## config.mk

```make
export PLATFORM = sky130hd
export DESIGN_NAME = tag_alu
export DESIGN_NICKNAME = d
export VERILOG_FILES = /design/src/rtl/tag_alu_pkg.sv /design/src/rtl/tag_alu_lane.sv /design/src/rtl/tag_alu_core.sv /design/src/rtl/tag_alu.sv
export SDC_FILE = /design/constraint.sdc
export NUM_CORES = 1
export LEC_CHECK = 0
export BUFFER_PORTS_ARGS = -buffer_cell sky130_fd_sc_hd__buf_2
export CAP_MARGIN = 20
export CORE_ASPECT_RATIO = 0.9
export CORE_MARGIN = 1
export CORE_UTILIZATION = 35
export CTS_CLUSTER_DIAMETER = 120
export DETAILED_ROUTE_END_ITERATION = 7
export SYNTH_ARGS = -nofsm -noshare
export SYNTH_HDL_FRONTEND = slang
export SYNTH_SLANG_ARGS = --single-unit
```

## constraint.sdc

```tcl
create_clock -name clk_i -period 1.4 [get_ports clk_i]
set_clock_uncertainty 0.1 [all_clocks]
set_input_delay 0.14 -clock clk_i [delete_from_list [all_inputs] [get_ports clk_i]]
set_output_delay 0.14 -clock clk_i [all_outputs]
set_load 0.05 [all_outputs]
```

## src/rtl/tag_alu_pkg.sv

```systemverilog
package tag_alu_pkg;
  typedef enum logic [1:0] {
    OP_TADD    = 2'd0,
    OP_TSUB    = 2'd1,
    OP_TADD_TV = 2'd2,
    OP_TSUB_TV = 2'd3
  } op_e;

  typedef struct packed {
    logic n;
    logic z;
    logic v;
    logic c;
  } flags_t;
endpackage

```

## src/rtl/tag_alu_lane.sv

```systemverilog
module tag_alu_lane
  import tag_alu_pkg::*;
#(
  parameter int unsigned W = 32
) (
  input  logic [W-1:0] a_i,
  input  logic [W-1:0] b_i,
  input  logic [W-1:0] res_i,
  input  logic         sub_i,
  output flags_t       flags_o
);
  logic same_sign;
  logic res_flip;

  assign same_sign = ~(a_i[W-1] ^ b_i[W-1]);
  assign res_flip  = a_i[W-1] ^ res_i[W-1];

  always_comb begin
    flags_o.n = res_i[W-1];
    flags_o.z = (res_i == '0);
    // the carry of a subtract is a borrow
    flags_o.c = sub_i ? (a_i < b_i) : (res_i < a_i);
    flags_o.v = res_flip & (sub_i ? ~same_sign : same_sign);
  end
endmodule

```

## src/rtl/tag_alu_core.sv

```systemverilog
module tag_alu_core
  import tag_alu_pkg::*;
#(
  parameter int unsigned XLEN  = 64,
  parameter int unsigned HLEN  = 32,
  parameter int unsigned TAG_W = 2
) (
  input  logic [XLEN-1:0] opa_i,
  input  logic [XLEN-1:0] opb_i,
  input  logic [1:0]      op_i,
  input  logic            mode32_i,
  output logic [XLEN-1:0] res_o,
  output flags_t          icc_o,
  output flags_t          xcc_o,
  output logic            trap_o
);
  localparam int unsigned UPW = XLEN - HLEN;

  logic [XLEN-1:0] a_m, b_m, sum;
  logic            is_sub, trap_form, tag_err;
  flags_t          lo_f, hi_f;

  assign is_sub    = op_i[0];
  assign trap_form = op_i[1];

  assign a_m = mode32_i ? {{UPW{1'b0}}, opa_i[HLEN-1:0]} : opa_i;
  assign b_m = mode32_i ? {{UPW{1'b0}}, opb_i[HLEN-1:0]} : opb_i;
  assign sum = is_sub ? (a_m - b_m) : (a_m + b_m);
  assign res_o = mode32_i ? {{UPW{1'b0}}, sum[HLEN-1:0]} : sum;

  assign tag_err = (|a_m[TAG_W-1:0]) | (|b_m[TAG_W-1:0]);

  tag_alu_lane #(.W(HLEN)) u_lo (
    .a_i    (a_m[HLEN-1:0]),
    .b_i    (b_m[HLEN-1:0]),
    .res_i  (sum[HLEN-1:0]),
    .sub_i  (is_sub),
    .flags_o(lo_f)
  );

  tag_alu_lane #(.W(XLEN)) u_hi (
    .a_i    (a_m),
    .b_i    (b_m),
    .res_i  (sum),
    .sub_i  (is_sub),
    .flags_o(hi_f)
  );

  assign trap_o = trap_form & (tag_err | lo_f.v);

  always_comb begin
    icc_o   = lo_f;
    icc_o.v = trap_form ? 1'b0 : (lo_f.v | tag_err);
    xcc_o   = hi_f;
    xcc_o.v = trap_form ? 1'b0 : hi_f.v;
    if (mode32_i) xcc_o = '0;
  end
endmodule

```

## src/rtl/tag_alu.sv

```systemverilog
module tag_alu
  import tag_alu_pkg::*;
#(
  parameter int unsigned XLEN    = 64,
  parameter int unsigned HLEN    = 32,
  parameter int unsigned TAG_W   = 2,
  parameter int unsigned CODE_W  = 8,
  parameter logic [7:0]  CODE_32 = 8'h0A,
  parameter logic [7:0]  CODE_64 = 8'h23
) (
  input  logic              clk_i,
  input  logic              rst_ni,
  input  logic              valid_i,
  input  logic              mode32_i,
  input  logic [1:0]        op_i,
  input  logic [XLEN-1:0]   opa_i,
  input  logic [XLEN-1:0]   opb_i,
  output logic              valid_o,
  output logic [XLEN-1:0]   result_o,
  output logic              wr_en_o,
  output logic [3:0]        icc_o,
  output logic [3:0]        xcc_o,
  output logic              trap_o,
  output logic [CODE_W-1:0] trap_code_o
);
  logic [XLEN-1:0] res_d;
  flags_t          icc_d, xcc_d;
  logic            trap_d;

  tag_alu_core #(.XLEN(XLEN), .HLEN(HLEN), .TAG_W(TAG_W)) u_core (
    .opa_i   (opa_i),
    .opb_i   (opb_i),
    .op_i    (op_i),
    .mode32_i(mode32_i),
    .res_o   (res_d),
    .icc_o   (icc_d),
    .xcc_o   (xcc_d),
    .trap_o  (trap_d)
  );

  always_ff @(posedge clk_i or negedge rst_ni) begin
    if (!rst_ni) begin
      valid_o     <= 1'b0;
      result_o    <= '0;
      wr_en_o     <= 1'b0;
      icc_o       <= '0;
      xcc_o       <= '0;
      trap_o      <= 1'b0;
      trap_code_o <= '0;
    end else begin
      valid_o     <= valid_i;
      wr_en_o     <= valid_i & ~trap_d;
      trap_o      <= valid_i & trap_d;
      trap_code_o <= '0;
      if (valid_i && trap_d) begin
        trap_code_o <= mode32_i ? CODE_W'(CODE_32) : CODE_W'(CODE_64);
      end else if (valid_i) begin
        // a trap leaves the architectural state untouched
        result_o <= res_d;
        icc_o    <= icc_d;
        xcc_o    <= xcc_d;
      end
    end
  end
endmodule

```

# --- Word level (Yosys, flattened, before mapping) ---
# Index checks and enable logic that the tools add are counted.
# Widths: inputs -> output; s select.
word_totals:
  ff_bits: 83
  input_bits: 134
  out_inout_bits: 83
  word_cells: 47
classes:
  addsub: 2
  magnitude_cmp: 4
  n_mux: 13
  n_bitwise: 15
  n_reduce_logical: 6
ops:
  columns: ["operator", "n"]
  rows:
  - ["$mux 64", 4]
  - ["$lt 64x64->1", 2]
  - ["$add 64x64->64", 1]
  - ["$logic_not 64->1", 1]
  - ["$lt 32x32->1", 2]
  - ["$sub 64x64->64", 1]
  - ["$logic_not 32->1", 1]
  - ["$mux 6", 2]
  - ["$mux 1", 6]
  - ["$and 1x1->1", 5]
  - ["$mux 4", 1]
  - ["$not 1->1", 4]
  - ["$reduce_or 2->1", 2]
  - ["$xor 1x1->1", 4]
  - ["$or 1x1->1", 2]
  - ["$reduce_and 2->1", 1]
  - ["$logic_and 1x1->1", 1]

# --- Depth between registers and ports, before layout ---
logic_depth:
  ltp_word: 10
  ltp_mapped: 30
  mapped_depth_nobuf: 27

# --- Hierarchy ---
# From an unflattened synthesis, not the netlist that was laid out.
unflattened:
  hier_cells: 1831
  hier_area_um2: 14421.3
by_module_without_submodules:
  columns: ["mod", "n_inst", "cells_each", "area_per_inst_um2", "seq_area_each_um2"]
  rows:
  - ["tag_alu_core", 1, 966, 6232.2, 0.0]
  - ["tag_alu_lane (u_core.u_hi)", 1, 467, 3296.9, 0.0]
  - ["tag_alu", 1, 168, 3240.6, 1926.8]
  - ["tag_alu_lane (u_core.u_lo)", 1, 230, 1651.6, 0.0]

# --- Worst setup path after synthesis ---
# OpenSTA, ideal clock, no wires.
synth_timing:
  path_type: "in2reg"
  start: "input port mode32_i"
  end: "register xcc_o[0]"
  setup_time_ns: 0.066
  t_arrival_ns: 4.744
  required_time_ns: 1.234
  path_slack_ns: -3.510
  cell_stages: 28
  path_buffers: 3
  path_cell_list: "inv_1 -> clkbuf_1 -> clkbuf_1 -> nand2_1 -> ha_1 -> clkbuf_1 -> inv_1 -> a21oi_1 -> a21oi_1 -> nor3_1 -> o221ai_1 -> o41ai_2 -> o21bai_1 -> a211oi_1 -> o21ai_0 -> and2_1 -> ha_1 -> a21o_1 -> a21oi_1 -> nor2b_1 -> o21ai_0 -> nand2b_1 -> a21oi_1 -> nor2b_1 -> o21ai_0 -> o311ai_0 -> o31ai_1 -> a41o_1"
synth_via:
  elab_chain_len: 6
  elab_cells_between_ends: 9
  classes_between: "add/sub: 2; order compare: 2; mux: 5"
synth_lines:
  columns: ["element", "line", "text"]
  rows:
  - ["start: declaration", "tag_alu.sv:14", "input logic mode32_i,"]
  - ["$mux 64, on equally long branches", "tag_alu_core.sv:26, tag_alu_core.sv:27", null]
  - ["$add 64x64->64 or $sub 64x64->64 (tied branches)", "tag_alu_core.sv:28", "assign sum = is_sub ? (a_m - b_m) : (a_m + b_m);"]
  - ["$mux 64", "tag_alu_core.sv:28", null]
  - ["$lt 64x64->1", "tag_alu_lane.sv:22", "flags_o.c = sub_i ? (a_i < b_i) : (res_i < a_i);"]
  - ["$mux 1", "tag_alu_lane.sv:22", null]
  - ["$mux 4 (*)", "tag_alu_core.sv:56", "if (mode32_i) xcc_o = '0;"]
  - ["end signal: assignment", "tag_alu.sv:47", "xcc_o <= '0;"]
  - ["end signal: assignment", "tag_alu.sv:61", "xcc_o <= xcc_d;"]
  - ["end: declaration", "tag_alu.sv:22", "output logic [3:0] xcc_o,"]
# Mark *: on every way between the ends. The rest lies on a longest branch, timed or not.
# A chain may end at the register's enable or synchronous reset.

# --- Final worst setup path ---
layout_timing:
  start: "input port opb_i[1]"
  end: "register xcc_o[0]"
layout_via:
  elab_chain_len: 10
  elab_cells_between_ends: 17
  classes_between: "add/sub: 2; order compare: 2; mux: 4; bitwise: 6; reduce/logical: 3"
layout_lines:
  columns: ["element", "line", "text"]
  rows:
  - ["start: declaration", "tag_alu.sv:17", "input logic [XLEN-1:0] opb_i,"]
  - ["$mux 64 (*)", "tag_alu_core.sv:27", "assign b_m = mode32_i ? {{UPW{1'b0}}, opb_i[HLEN-1:0]} : opb_i;"]
  - ["parallel branches: the longest is 9 deep, another holds $add 64x64->64", null, null]
# Mark *: on every way between the ends.

==> impl_metrics.toml <==
[grt]
antenna_found_initial = 0
grt_pass1_wl_mm = 104
grt_start_max_net_pins = 37
grt_util_all_layers_pct = 34.0
grt_pass1_vias = 18000
overflow = 0

[synthesis]
synth_fa_ha_area_share_pct = 17.8
synth-compound-area-share_pct = 30.6
synth_top_family_by_area = "compound AO/OA/AOI/OAI gates"
ys_seq_elements = 75
synth_cells = 1929
yosysMostFrequentCell = "inv_1"
synth_top_area_share_pct = 17.4
synthMuxAreaShare_pct = 1.67
ys_seq_area_share_pct = 13.8
synth.distinct_cells = 99
yosysTopAreaCell = "ha_1"
yosys_warnings = 0
synthTopCellsByArea = "ha_1 17%, dfrtp_1 14%, a21oi_1 6.3%"
synth_edf_count = 0
ys.flop_type = "dfrtp_1"
async_flop_share_pct = 100
synthTopCellsByCount = "216 x inv_1, 214 x nand2_1, 189 x ha_1"
synthSimpleGateAreaFrac_pct = 22.9
syn_area_per_cell_sq_um = 7.04
synthXorXnorAreaFrac_pct = 3.61
syn_area_sq_mm = 0.0136

[cells_and_area]
fin_util_pct = 60.6
fin_cells = 3381
nets = 3211
drive_above_1_share_pct = 44.9
syn_to_final_growth_pct = 70.8
diodes = 0

[power]
p_clk_share_pct = 12.7
pwr-share-comb_pct = 71.3
p_per_area_mw_per_mm2 = 804
p_int_w = 0.00960
seqPwrFrac_pct = 16.0
switchingPower_w = 0.00905
p_leak_nw = 12.0
netSwitchingFraction_pct = 48.5
ir_drop_uv = 739

[floorplan]
die_y_um = 189
core_area_sq_mm = 0.0383
ios = 217
die_area_sq_mm = 0.0396
start_util_pct = 35.5
rows = 68
die_width_um = 210

[clock_network]
clockRootBuffer = "clkbuf_16"
clkTransAtPathRegs_ns = 0.07
clk_latency_ns = 0.36
numClockSinks = 75
clock_path_buffers = 2
numCtsBuffers = 9
cts_tree = "built"
htree_levels = 3

[sta]
holdWs_ns = 0.0547
drv_slew = 0
clock.fmax_mhz = 223
finalWorstSetupSlack_ns = -3.09
tightest_slew_ns = 0.747
post-route-min-period_ns = 4.49
rsz0062_at_grt = "true"
hold_viol = 0
period_share_pct = 321
slew_headroom_pct = 48.9
setup_viol = 74

[place]
place_congestion = 1.01
dp_hpwl_mm = 57.5
io_buffers = 212
placedCellCount = 3299

[outcome]
failed_checks = "setup timing"
run_status = "finished, violations left"

[worst_setup_path]
crit_type = "input port to flop"
cp.arrival_ns = 4.68
cp-end-kind = "flop"
crit_required_ns = 1.59
r2r_slack_ns = 0.42
start_kind = "input port"
crit_fanout = 5

[routing]
routedWlPerCell_um = 20.7
firstDrtPassIters = 5
final_antenna_net_count = 0
drt_iter0_markers = 1713
vias = 18700
drc = 0
vias_per_cell = 5.53
finalWirelength_mm = 70.0

[flow_run]
drv_cap = 0

[min_path]
hold_path_class = "input port to flop"
[metrics by stage]
stage	area (sq um)	setup TNS (ns)	total power (W)	setup WS, ns
3_3_place_gp	20900	-222.99	0.0147	-3.90
5_1_grt	23200	-188.95	0.0195	-3.26
4_1_cts	22500	-179.17	0.0179	-3.01
6_report	23200	-183.24	0.0186	-3.09
2_1_floorplan	14100	-160.59	0.00917	-2.87
3_5_place_dp	20900	-231.45	0.0148	-3.98
[cell usage in the layout (no fill, tap or decap), drive strengths merged, types with 47 or more instances in the layout]
cell type  instances
a21oi            176
buf             1028
dfrtp             75
ha               189
inv              221
nand2            215
nand4             47
nor2             156
nor3              49
o21ai            121
xnor2             50
[worst max-delay path, cell delays in order]
cell	delay, ns
buf_12	0.10
inv_16	0.03
buf_4	0.12
fa_2	0.36
o21ba_4	0.20
or4_4	0.45
buf_6	0.15
a21oi_4	0.14
o31ai_4	0.14
buf_4	0.20
nor3_4	0.24
o21ai_0	0.18
a21oi_1	0.15
nand2b_1	0.28
ha_1	0.31
a21o_1	0.17
a21oi_1	0.15
buf_4	0.15
o211ai_1	0.19
a211oi_2	0.35
o311ai_2	0.17
o31ai_1	0.11
a41o_1	0.19
[flip-flops by register name, indices dropped and copies added (netlist names)]
name / cells
wr_en_o: 1
result_o: 64
icc_o: 3
valid_o: 1
trap_code_o: 3
xcc_o: 3
[path summary, 6_finish.rpt]
| kind | start | to | cells after the start |
|---|---|---|---|
| worst max register to register | xcc_o[0]$_DFFE_PN0P_ | xcc_o[0]$_DFFE_PN0P_ | 2 |
| worst max-delay path | opb_i[1] | xcc_o[0]$_DFFE_PN0P_ | 23 |
| worst min register to register | result_o[1]$_DFFE_PN0P_ | result_o[1]$_DFFE_PN0P_ | 2 |
| min in group asynchronous | rst_ni | trap_code_o[0]$_DFF_PN0_ | 2 |
| max in group asynchronous | rst_ni | result_o[33]$_DFFE_PN0P_ | 3 |
| worst min-delay path | valid_i | icc_o[1]$_DFFE_PN0P_ | 3 |
[power groups by stage]
stage	sequential [W]	combinational [W]	clock, W
after floorplan	0.00435	0.00482	0
after detailed placement	0.00294	0.0118	0
after CTS	0.00291	0.0126	0.00237
final	0.00298	0.0133	0.00237
after global placement	0.00293	0.0117	0
after global routing	0.00302	0.0141	0.00246
[layout make-up]
type                            count  area (sq um)
Clock inverter                      7          71.3
Timing Repair Buffer             1043          7930
Clock buffer                        9           225
Sequential cell                    75          1880
Multi-Input combinational cell   1538         11600
Fill cell                        3505         15100
Timing Repair inverter              1          11.3
Inverter                          218           852
Tap cell                          490           613
[cells by family after synthesis]
kind of cell,after synthesis
mux,21
flops,75
fa+ha+maj,192
xor+xnor,56
other cells,1
compound gates,617
simple gates,648
buf+inv,319
[layer usage]
metal / GRT usage (%) / share of wire, %
met5: 0 / 0
met4: 7.58 / 2.4
met3: 5.05 / 8.4
met2: 53.5 / 43
met1: 48.6 / 46
[what timing repair did]
action                                  CTS  global route
hold buffers                              4             0
pin swaps                                65            67
gates resized for setup                 173           118
setup buffers                            36            18
endpoints found under the hold margin    78             0
cloned                                   10             8
endpoints found under the setup margin   74            77
Power figures use the tool's default switching activity.
